[config.mk]
export PLATFORM = sky130hd
export DESIGN_NAME = bl_pwm_top
export DESIGN_NICKNAME = d
export VERILOG_FILES = /design/src/rtl/bl_pwm_pkg.sv /design/src/rtl/bl_pwm_regs.sv /design/src/rtl/bl_pwm_prescaler.sv /design/src/rtl/bl_pwm_counter.sv /design/src/rtl/bl_pwm_top.sv
export SDC_FILE = /design/constraint.sdc
export NUM_CORES = 1
export LEC_CHECK = 0
export BUFFER_PORTS_ARGS = -buffer_cell sky130_fd_sc_hd__buf_2
export CAP_MARGIN = 20
export CORE_ASPECT_RATIO = 0.8
export CORE_MARGIN = 2
export CORE_UTILIZATION = 40
export DETAILED_ROUTE_END_ITERATION = 8
export PLACE_DENSITY = 0.63
export SYNTH_ARGS = -nofsm -noshare
export SYNTH_HDL_FRONTEND = slang
export SYNTH_SLANG_ARGS = --single-unit
[constraint.sdc]
create_clock -name clk -period 3.75 [get_ports clk]
set_clock_uncertainty 0.15 [all_clocks]
set_input_delay 0.9375 -clock clk [delete_from_list [all_inputs] [get_ports clk]]
set_output_delay 0.9375 -clock clk [all_outputs]
set_load 0.005 [all_outputs]
[src/rtl/bl_pwm_pkg.sv]
package bl_pwm_pkg;

    localparam int CNT_W   = 8;           // PWM count width, period = 2**CNT_W
    localparam int PS_W    = 3;           // prescale exponent field width
    localparam int PS_MAX  = 6;           // largest usable exponent
    localparam int PRE_W   = PS_MAX;      // prescale counter width
    localparam int CFG_W   = 16;          // write data width
    localparam int CV_LSB  = 8;           // compare value position
    localparam int POL_BIT = 4;           // polarity bit position

    typedef enum logic {
        SRC_SLOW = 1'b0,
        SRC_SYS  = 1'b1
    } src_sel_t;

    typedef struct packed {
        logic [CNT_W-1:0] cval;
        logic             pol;
        logic [PS_W-1:0]  psc;
    } pwm_cfg_t;

    localparam pwm_cfg_t CFG_RESET = '{cval: '0, pol: 1'b0, psc: '0};

    function automatic pwm_cfg_t unpack_cfg(input logic [CFG_W-1:0] w);
        pwm_cfg_t c;
        c.cval = w[CV_LSB +: CNT_W];
        c.pol  = w[POL_BIT];
        if (w[PS_W-1:0] > PS_W'(PS_MAX))
            c.psc = PS_W'(PS_MAX);
        else
            c.psc = w[PS_W-1:0];
        return c;
    endfunction

    function automatic logic [PRE_W-1:0] div_mask(input logic [PS_W-1:0] n);
        logic [PRE_W-1:0] m;
        for (int i = 0; i < PRE_W; i++)
            m[i] = (i < int'(n));
        return m;
    endfunction

endpackage

[src/rtl/bl_pwm_regs.sv]
module bl_pwm_regs
    import bl_pwm_pkg::*;
(
    input  logic             clk,
    input  logic             rst,
    input  logic             wr_en,
    input  logic             wr_sel,
    input  logic [CFG_W-1:0] wr_data,
    input  logic             wrap,
    output pwm_cfg_t         act_cfg,
    output src_sel_t         src_sel
);

    pwm_cfg_t shadow_q;
    pwm_cfg_t act_q;
    src_sel_t src_q;

    always_ff @(posedge clk) begin
        if (rst) begin
            shadow_q <= CFG_RESET;
            src_q    <= SRC_SLOW;
        end else if (wr_en) begin
            if (wr_sel)
                src_q <= src_sel_t'(wr_data[0]);
            else
                shadow_q <= unpack_cfg(wr_data);
        end
    end

    always_ff @(posedge clk) begin
        if (rst)
            act_q <= CFG_RESET;
        else if (wrap)
            act_q <= shadow_q;
    end

    assign act_cfg = act_q;
    assign src_sel = src_q;


    shadow_hold_chk: assert property (@(posedge clk) disable iff (rst)
        !wrap |=> $stable(act_q));


    psc_sat_chk: assert property (@(posedge clk) disable iff (rst)
        act_q.psc <= PS_W'(PS_MAX));

endmodule

[src/rtl/bl_pwm_prescaler.sv]
module bl_pwm_prescaler
    import bl_pwm_pkg::*;
(
    input  logic            clk,
    input  logic            rst,
    input  logic            slow_en,
    input  logic            sys_en,
    input  src_sel_t        src_sel,
    input  logic [PS_W-1:0] psc,
    input  logic            wrap,
    output logic            step
);

    logic             tick;
    logic [PRE_W-1:0] pre_q;
    logic [PRE_W-1:0] mask;

    always_comb begin
        case (src_sel)
            SRC_SYS: tick = sys_en;
            default: tick = slow_en;
        endcase
    end

    assign mask = div_mask(psc);
    assign step = tick && ((pre_q & mask) == mask);

    // restart the divider on every wrap so each period begins aligned
    always_ff @(posedge clk) begin
        if (rst || wrap)
            pre_q <= '0;
        else if (tick)
            pre_q <= pre_q + PRE_W'(1);
    end


    step_src_chk: assert property (@(posedge clk) disable iff (rst)
        step |-> ((src_sel == SRC_SYS) ? sys_en : slow_en));

endmodule

[src/rtl/bl_pwm_counter.sv]
module bl_pwm_counter
    import bl_pwm_pkg::*;
(
    input  logic     clk,
    input  logic     rst,
    input  logic     step,
    input  pwm_cfg_t act_cfg,
    output logic     wrap,
    output logic     pwm_out,
    output logic     period_start
);

    logic [CNT_W-1:0] cnt_q;
    logic             strobe_q;
    logic             below;

    assign wrap = step && (cnt_q == {CNT_W{1'b1}});

    always_ff @(posedge clk) begin
        if (rst) begin
            cnt_q    <= '0;
            strobe_q <= 1'b0;
        end else begin
            strobe_q <= wrap;
            if (step)
                cnt_q <= cnt_q + CNT_W'(1);
        end
    end

    assign below        = (cnt_q < act_cfg.cval);
    assign pwm_out      = act_cfg.pol ? below : !below;
    assign period_start = strobe_q;


    strobe_single_chk: assert property (@(posedge clk) disable iff (rst)
        period_start |=> !period_start);


    wrap_zero_chk: assert property (@(posedge clk) disable iff (rst)
        (step && cnt_q == {CNT_W{1'b1}}) |=> (cnt_q == '0 && period_start));


    cnt_hold_chk: assert property (@(posedge clk) disable iff (rst)
        !step |=> $stable(cnt_q));

endmodule

[src/rtl/bl_pwm_top.sv]
module bl_pwm_top
    import bl_pwm_pkg::*;
(
    input  logic        clk,
    input  logic        rst,
    input  logic        slow_en,
    input  logic        sys_en,
    input  logic        wr_en,
    input  logic        wr_sel,
    input  logic [15:0] wr_data,
    output logic        pwm_out,
    output logic        period_start
);

    pwm_cfg_t act_cfg;
    src_sel_t src_sel;
    logic     wrap;
    logic     step;

    bl_pwm_regs u_regs (
        .clk     (clk),
        .rst     (rst),
        .wr_en   (wr_en),
        .wr_sel  (wr_sel),
        .wr_data (wr_data),
        .wrap    (wrap),
        .act_cfg (act_cfg),
        .src_sel (src_sel)
    );

    bl_pwm_prescaler u_pre (
        .clk     (clk),
        .rst     (rst),
        .slow_en (slow_en),
        .sys_en  (sys_en),
        .src_sel (src_sel),
        .psc     (act_cfg.psc),
        .wrap    (wrap),
        .step    (step)
    );

    bl_pwm_counter u_cnt (
        .clk          (clk),
        .rst          (rst),
        .step         (step),
        .act_cfg      (act_cfg),
        .wrap         (wrap),
        .pwm_out      (pwm_out),
        .period_start (period_start)
    );

endmodule

Word-level counts from Yosys, hierarchy flattened

Cells that the tools add are included.

Output and inout bits: 2
Flip-flop bits (word level): 40
Input port bits: 22

Bitwise logic cells: 2
Reductions and logical operators: 6
Add/subtract/negate cells: 2
Mux-type cells: 3
Eq/ne operators: 2
Magnitude comparators: 8

Operators with widths:

| kind                | number |
|---|---|
| $add 8x1->8 const B | 1 |
| $eq 8x8->1 const B  | 1 |
| $lt 8x8->1          | 1 |
| $add 6x1->6 const B | 1 |
| $and 6x6->6         | 1 |
| $eq 6x6->1          | 1 |
| $lt 1x3->1 const A  | 2 |
| $lt 2x3->1 const A  | 2 |
| $lt 3x3->1 const A  | 2 |
| $reduce_and 2->1    | 2 |
| $gt 3x3->1 const B  | 1 |
| $mux 3              | 1 |
| $logic_and 1x1->1   | 2 |
| $mux 1              | 2 |
| $logic_not 1->1     | 1 |
| $logic_or 1x1->1    | 1 |
| $not 1->1           | 1 |

Logic depth before layout (Yosys ltp)

Gate-level depths: netlist (run 1).

Depth in word-level cells: 6
Mapped depth: 7

Modules after synthesis

Synthesis (run 1) repeated with hierarchy kept, for this count alone.

Cells, all modules: 202
Area, all modules: 1808.0 um2

Modules (own cells, without submodules):

| module           | instances | area an instance (um2) | cells each |
|---|---|---|---|
| bl_pwm_regs      | 1         | 884.6                  | 98 |
| bl_pwm_counter   | 1         | 591.8                  | 65 |
| bl_pwm_prescaler | 1         | 331.6                  | 39 |

Worst setup path after synthesis (run 1)

Ideal clock, no wire load.

Kind: reg2out
Start: reg u_regs.act_q, in the netlist u_regs.act_cfg[5]
End: out pwm_out
Buffers on the path: 0
Setup slack: 1.135 ns
Arrival time: 1.528 ns
Stages on the path, launching flop included: 7
Data required time: 2.663 ns
Cells stage by stage: dfxtp_1 inv_1 ha_1 a2111oi_0 o21bai_1 a221oi_1 xnor2_1

Word-level cells in the longest chain between the ends: 3

RTL lines:

| what                     | RTL line             | text |
|---|---|---|
| start: declaration       | bl_pwm_regs.sv:15    | `pwm_cfg_t act_q;` |
| start signal: assignment | bl_pwm_regs.sv:34    | `act_q <= shadow_q;` |
| $lt 8x8->1 (*)           | bl_pwm_counter.sv:30 | `assign below = (cnt_q < act_cfg.cval);` |
| $logic_not 1->1          | bl_pwm_counter.sv:31 | `assign pwm_out = act_cfg.pol ? below : !below;` |
| $mux 1 (*)               | bl_pwm_counter.sv:31 |  |
| end: declaration         | bl_pwm_top.sv:11     | `output logic pwm_out,` |

Mark *: on every way between the ends. The rest lies on a longest branch, timed or not.

Worst setup path in the final report (run 1)

Ends and elaborated chain as after synthesis.

==> summary.txt, run 1 <==
Detailed routing
  – Drt pass-1 iters: 4
  – Vias: 1360
  – Final ANT Viol Nets: 0
  – Post-DR vias/cell: 4.86
  – DRT Wirelength: 3170 um
  – Remaining DRCs: 0
  – Routed WL per cell: 11.3 um
  – DR iter-0 viols: 78

Worst setup path
  – Launching element type of the critical path: register
  – Setup CP Type: register to output port
  – Critical Path RT: 2.66 ns
  – Crit. End Element: output port
  – Crit-path max FO: 2
  – Critical path endpoint: pwm_out
  – R2r worst-path depth: 5
  – WP data arrival: 2.16 ns
  – Worst r2r dst: u_pre.pre_q[1]
  – Crit path from: u_regs.act_cfg[5]
  – Reg2reg setup slack: 1.61 ns
  – RR Startpoint: u_pre.pre_q[2]

Synthesis
  – Synthesized area: 1810 um2
  – Yosys reg bits: 40
  – Post-synthesis sequential area ratio: 44.4%
  – Yosys warns: 0
  – Syn_nets: 235
  – Syn Area/Cell: 8.85 um2
  – Number of distinct library cells after synthesis: 35
  – Syn Inst Count: 204

Floorplanning
  – Horiz. Die Dim: 79.1 um
  – Io pins: 24
  – Area of the die: 5070 um2
  – Initial core utilization: 42.4%
  – Core area: 4260 um2
  – Die H: 64.1 um
  – Cell row count: 21

Pwr
  – LEAKAGE: 0.829 nW
  – Pwr Total: 766 uW
  – Max IR drop VDD: 0.259 mV
  – P per Cell Area: 379 nW/um2

CTS
  – Clock Tree Root: clkbuf_8
  – CTS tree: built
  – Clk slew on worst S/H paths: 0.07 ns
  – Clk sink count: 40
  – CTS Hold Bufs: 0
  – CTS buffer count: 5
  – H-tree depth: 2
  – Setup Buffers After CTS: 0
  – Clock latency at the later pin of the worst-skew pair: 0.28 ns
  – Max clock buf depth: 2
  – CTS resizes: 0

Final layout
  – Area growth from synthesis to layout: 12.0%
  – Diodes inserted: 0
  – Filler cell count: 440
  – Share of cells above drive strength 1: 13.5%
  – Nets: 254

Global routing
  – Initial antenna violation count: 0
  – Number of global-route vias before repair: 1339
  – Largest net degree at the start of global routing: 41
  – GRT Util Overall: 14.8%
  – First-pass GRT wire length: 5910 um
  – Remaining Overflow, GRT: 0

Placed design
  – Port Buf Inserts: 19
  – Final GP Congestion: 0.760
  – Post-DP HPWL: 2210 um

Run status
  – Outcome: completed

Timing
  – FMAX: 0.308 GHz
  – Slew Viols, Final: 0
  – Setup_tns: 0 ns
  – Post-route minimum period: 3.25 ns
  – Final hold vios: 0
  – Final setup viols: 0
  – RSZ-0062 raised after global routing: no
  – Slew margin rel.: 48.6%
  – Final worst-path cycle share: 86.6%
  – Slew @ Worst Pin: 0.769 ns

Hold path
  – Worst min path class: register to register

Job
  – Max_cap viols: 0
==> worst min-delay path by stage <==
stage,startpoint,end,slack [ns],cells past startpoint
global placement,u_regs.shadow_q[0],u_regs.shadow_q[0],0.29,2
finish,u_regs.shadow_q[0],u_regs.shadow_q[0],0.30,2
CTS,u_regs.shadow_q[0],u_regs.shadow_q[0],0.30,2
floorplan,u_regs.shadow_q[0],u_regs.shadow_q[0],0.28,2
detailed placement,u_regs.shadow_q[0],u_regs.shadow_q[0],0.29,2
global route,u_regs.shadow_q[4],u_regs.shadow_q[4],0.33,2
==> state kept, by name, summed over array words and instances, names as in the netlist <==
signal and cells:
u_regs.shadow_q 12, u_cnt.period_start 1, u_regs.act_cfg 12, u_cnt.cnt_q 8, u_regs.src_sel 1, u_pre.pre_q 6
==> cell type report <==
cell class / count / area, um2 / share of cell area, %
clock inverter: 1 / 5.00 / 0.248
clock buffer: 6 / 72.6 / 3.59
multi-input combinational: 146 / 932 / 46.1
timing repair buffer: 20 / 103 / 5.07
inverter: 10 / 37.5 / 1.86
sequential: 40 / 801 / 39.6
tap: 57 / 71.3 / 3.53
==> layer usage <==
| metal | global-route usage, % | share of wire [%] | wire length, um | vias up |
|---|---|---|---|---|
| li1 | - | - | - | 739 |
| met1 | 19.9 | 54 | 1720 | 599 |
| met2 | 22.2 | 41 | 1300 | 17 |
| met3 | 4.24 | 3.2 | 100 | 5 |
| met4 | 5.82 | 1.3 | 42 | 0 |
| met5 | 0 | 0 | 0 | - |
==> kinds of logic after synthesis <==
kind of cell / after synthesis / synth area share (%)
AO/OA/AOI/OAI: 34 / 11.9
XOR/XNOR: 7 / 3.40
adder cells (fa/ha/maj): 9 / 6.24
buffers and inverters: 18 / 4.02
flip-flops: 40 / 44.4
multiplexers: 15 / 8.32
AND/OR/NAND/NOR: 81 / 21.8
==> metrics by stage <==
stage / setup WS [ns] / instances / area, um2 / hold WS, ns / util (%)
after global routing: 0.334 / 280 / 2020 / 0.328 / 47.5
after detailed placement: 0.790 / 273 / 1940 / 0.295 / 45.7
final: 0.501 / 280 / 2020 / 0.302 / 47.5
after CTS: 0.460 / 280 / 2020 / 0.304 / 47.5
after global placement: 0.859 / 273 / 1940 / 0.293 / 45.7
after floorplan: 1.13 / 204 / 1810 / 0.281 / -
==> critical path, stage by stage (launching register included) <==
cell and delay, ns:
dfxtp_1 0.35, inv_1 0.05, ha_1 0.29, a2111oi_0 0.41
o21bai_1 0.15, a221oi_1 0.36, xnor2_1 0.15, buf_2 0.12
==> synth_stat cells <==
master	n	share of area (%)
nor4_2	1	0.69
o311ai_4	1	1.5
a21o_1	1	0.42
o21ai_1	1	0.28
nor2b_1	5	1.7
o21ai_0	5	1.4
clkbuf_1	6	1.2
nor2_1	17	3.5
a2111oi_0	1	0.49
ha_1	9	6.2
o31ai_1	2	0.83
and4_1	1	0.49
or3_1	4	1.4
xnor2_1	5	2.4
a2bb2oi_1	1	0.49
nor3_1	6	1.7
dfxtp_1	40	44
mux2i_1	15	8.3
nand4_1	2	0.69
nand3_2	1	0.55
inv_1	10	2.1
nand3_1	9	2.5
nand2_2	1	0.35
nand2_1	27	5.6
nand2b_1	2	0.69
or4_1	2	0.83
o21a_1	1	0.42
buf_2	1	0.28
buf_4	1	0.42
xor2_1	2	0.97
a221oi_1	1	0.49
and2_1	1	0.35
a21oi_1	19	5.3
and3_1	2	0.69
o21bai_1	1	0.42
==> power breakdown <==
group	leakage [nW]	internal (mW)	switching, mW	total, mW
sequential	0.324	0.437	0.00955	0.446
combinational	0.464	0.0249	0.0324	0.0573
clock	0.0410	0.126	0.136	0.262
==> cell usage in the layout (no fill, tap or decap), types with 4 or more instances in the layout <==
master    Yosys  final
a21oi_1      19     19
buf_2         1     19
clkbuf_8      0      5
dfxtp_1      40     40
ha_1          9      9
inv_1        10     10
mux2i_1      15     15
nand2_1      27     27
nand3_1       9      9
nor2_1       17     17
nor2b_1       5      5
nor3_1        6      6
o21ai_0       5      5
or3_1         4      4
xnor2_1       5      5
Note: power is estimated with default switching activity, not from simulation.
==> inputs of run 2 (changes only) <==
==> constraint.sdc (replaced) <==
create_clock -name clk -period 3.75 [get_ports clk]
set_clock_uncertainty 0.15 [all_clocks]
set_input_delay 0.1875 -clock clk [delete_from_list [all_inputs] [get_ports clk]]
set_output_delay 0.1875 -clock clk [all_outputs]
set_load 0.005 [all_outputs]
==> summary.txt, run 2 (synthesis gave the netlist of run 1 again) <==
Worst setup path
  – Slowest stage delay, CP: 0.37 ns
  – Crit-path max FO: 2
  – RR Startpoint: u_cnt.cnt_q[0]
  – Critical Path RT: 3.41 ns
  – Crit path from: u_regs.act_cfg[5]
  – Critical path cell sequence: inv_1, ha_1, a2111oi_0, o21bai_1, a221oi_1, xnor2_1, buf_2
  – Launching element type of the critical path: register
  – WP data arrival: 2.14 ns
  – Setup CP Type: register to output port
  – Crit. End Element: output port
  – Slowest stage cell, crit path: a2111oi_0

Global routing
  – Number of global-route vias before repair: 1396
  – Remaining Overflow, GRT: 0
  – Largest net degree at the start of global routing: 41
  – Initial antenna violation count: 0
  – First-pass GRT wire length: 6140 um
  – GRT Util Overall: 15.4%

Final layout
  – Most frequent cells in the layout: 40 x dfxtp_1, 27 x nand2_1, 19 x a21oi_1, 19 x buf_2, 17 x nor2_1
  – Most common cell after layout, fill and taps aside: dfxtp_1
  – Area growth from synthesis to layout: 18.5%
  – Diodes inserted: 0
  – Nets: 264
  – Share of cells above drive strength 1: 13.2%

CTS
  – Clk sink count: 40
  – CTS Hold Bufs: 11
  – CTS buffer count: 5
  – H-tree depth: 2
  – Clock Tree Root: clkbuf_8
  – CTS resizes: 0
  – Max clock buf depth: 2
  – Clock latency at the later pin of the worst-skew pair: 0.28 ns
  – CTS tree: built
  – Clk slew on worst S/H paths: 0.08 ns
  – Setup Buffers After CTS: 0

Pwr
  – Logic pwr share: 8.4%
  – Sequential share of power: 55.4%
  – Max IR drop VDD: 0.292 mV
  – Clock Power Share: 36.2%
  – Cell-internal power: 616 uW
  – LEAKAGE: 0.881 nW
  – Switching Share: 23.6%
  – P per Cell Area: 377 nW/um2
  – Net Switching: 190 uW

Timing
  – WHS: 0.0177 ns
  – Slew margin rel.: 38.7%
  – Slew @ Worst Pin: 0.917 ns
  – Post-route minimum period: 2.48 ns
  – FMAX: 0.404 GHz
  – Slew Viols, Final: 0
  – Final hold vios: 0
  – Final worst-path cycle share: 66.0%
  – Final setup viols: 0
  – Setup_tns: 0 ns
  – RSZ-0062 raised after global routing: no

Floorplanning
  – Core area: 4260 um2
  – Horiz. Die Dim: 79.1 um
  – Die H: 64.1 um
  – Io pins: 24
  – Cell row count: 21
  – Area of the die: 5070 um2
  – Initial core utilization: 42.4%

Detailed routing
  – DRT Wirelength: 3430 um
  – DR iter-0 viols: 60
  – Drt pass-1 iters: 4
  – Vias: 1423
  – Remaining DRCs: 0
  – Post-DR vias/cell: 4.89
  – Final ANT Viol Nets: 0
  – Routed WL per cell: 11.8 um

Placed design
  – Port Buf Inserts: 19
  – Post-DP HPWL: 2290 um
  – Final GP Congestion: 0.777

Run status
  – Outcome: completed

Hold path
  – Worst min path class: primary input to register
  – Min-delay src: wr_data[0]

Job
  – Max_cap viols: 0
## run 2: changes by cell type in the layout (fill, tap and decap cells not counted), sizes merged
| cell | delta |
|---|---|
| clkinv | +1 |
| buf | -1 |
| dlygate4sd3 | +11 |
## run 2: layout make-up
class                           instances  area, um2
Inverter                               10       37.5
Multi-Input combinational cell        146        932
Clock buffer                            6       82.6
Clock inverter                          2       10.0
Timing Repair Buffer                   30        205
Tap cell                               57       71.3
Sequential cell                        40        801
Fill cell                             408       2120
## run 2: power groups by stage
stage               combinational, mW  sequential (mW)  clock (mW)
floorplan                      0.0403            0.454           0
global placement               0.0570            0.456           0
detailed placement             0.0586            0.457           0
CTS                            0.0674            0.446       0.300
global route                   0.0771            0.449       0.321
finish                         0.0675            0.447       0.292
## run 2: worst paths after layout
path / to / slack, ns / cells after the start
max: pwm_out / 1.27 / 7
min: u_regs.src_sel / 0.02 / 3
max reg2reg: u_regs.act_cfg[0] / 1.28 / 6
min reg2reg: u_regs.shadow_q[2] / 0.30 / 2
## run 2: metrics by stage
step | utilization [%] | instance area [um2] | power, mW | cells | worst slack (ns)
floorplan | - | 1810 | 0.494 | 204 | 1.88
global placement | 45.5 | 1940 | 0.513 | 272 | 1.32
detailed placement | 45.5 | 1940 | 0.515 | 272 | 1.26
CTS | 50.3 | 2140 | 0.814 | 291 | 1.23
global route | 50.3 | 2140 | 0.847 | 291 | 1.05
finish | 50.3 | 2140 | 0.806 | 291 | 1.27
## run 2: routing by layer
metal	routed length [um]	global-route usage, %	vias up
met3	88	3.81	2
met2	1470	24.2	14
li1	-	-	763
met1	1840	20.4	644
met5	0	0	-
met4	28	5.82	0
## run 2: worst max-delay path, delay by kind of cell (launching register included)
| family | cells | cell delay (ns) |
|---|---|---|
| buffers and inverters | 2 | 0.18 |
| AO/OA/AOI/OAI | 3 | 0.89 |
| adder cells (fa/ha/maj) | 1 | 0.29 |
| XOR/XNOR | 1 | 0.15 |
| flip-flops | 1 | 0.34 |
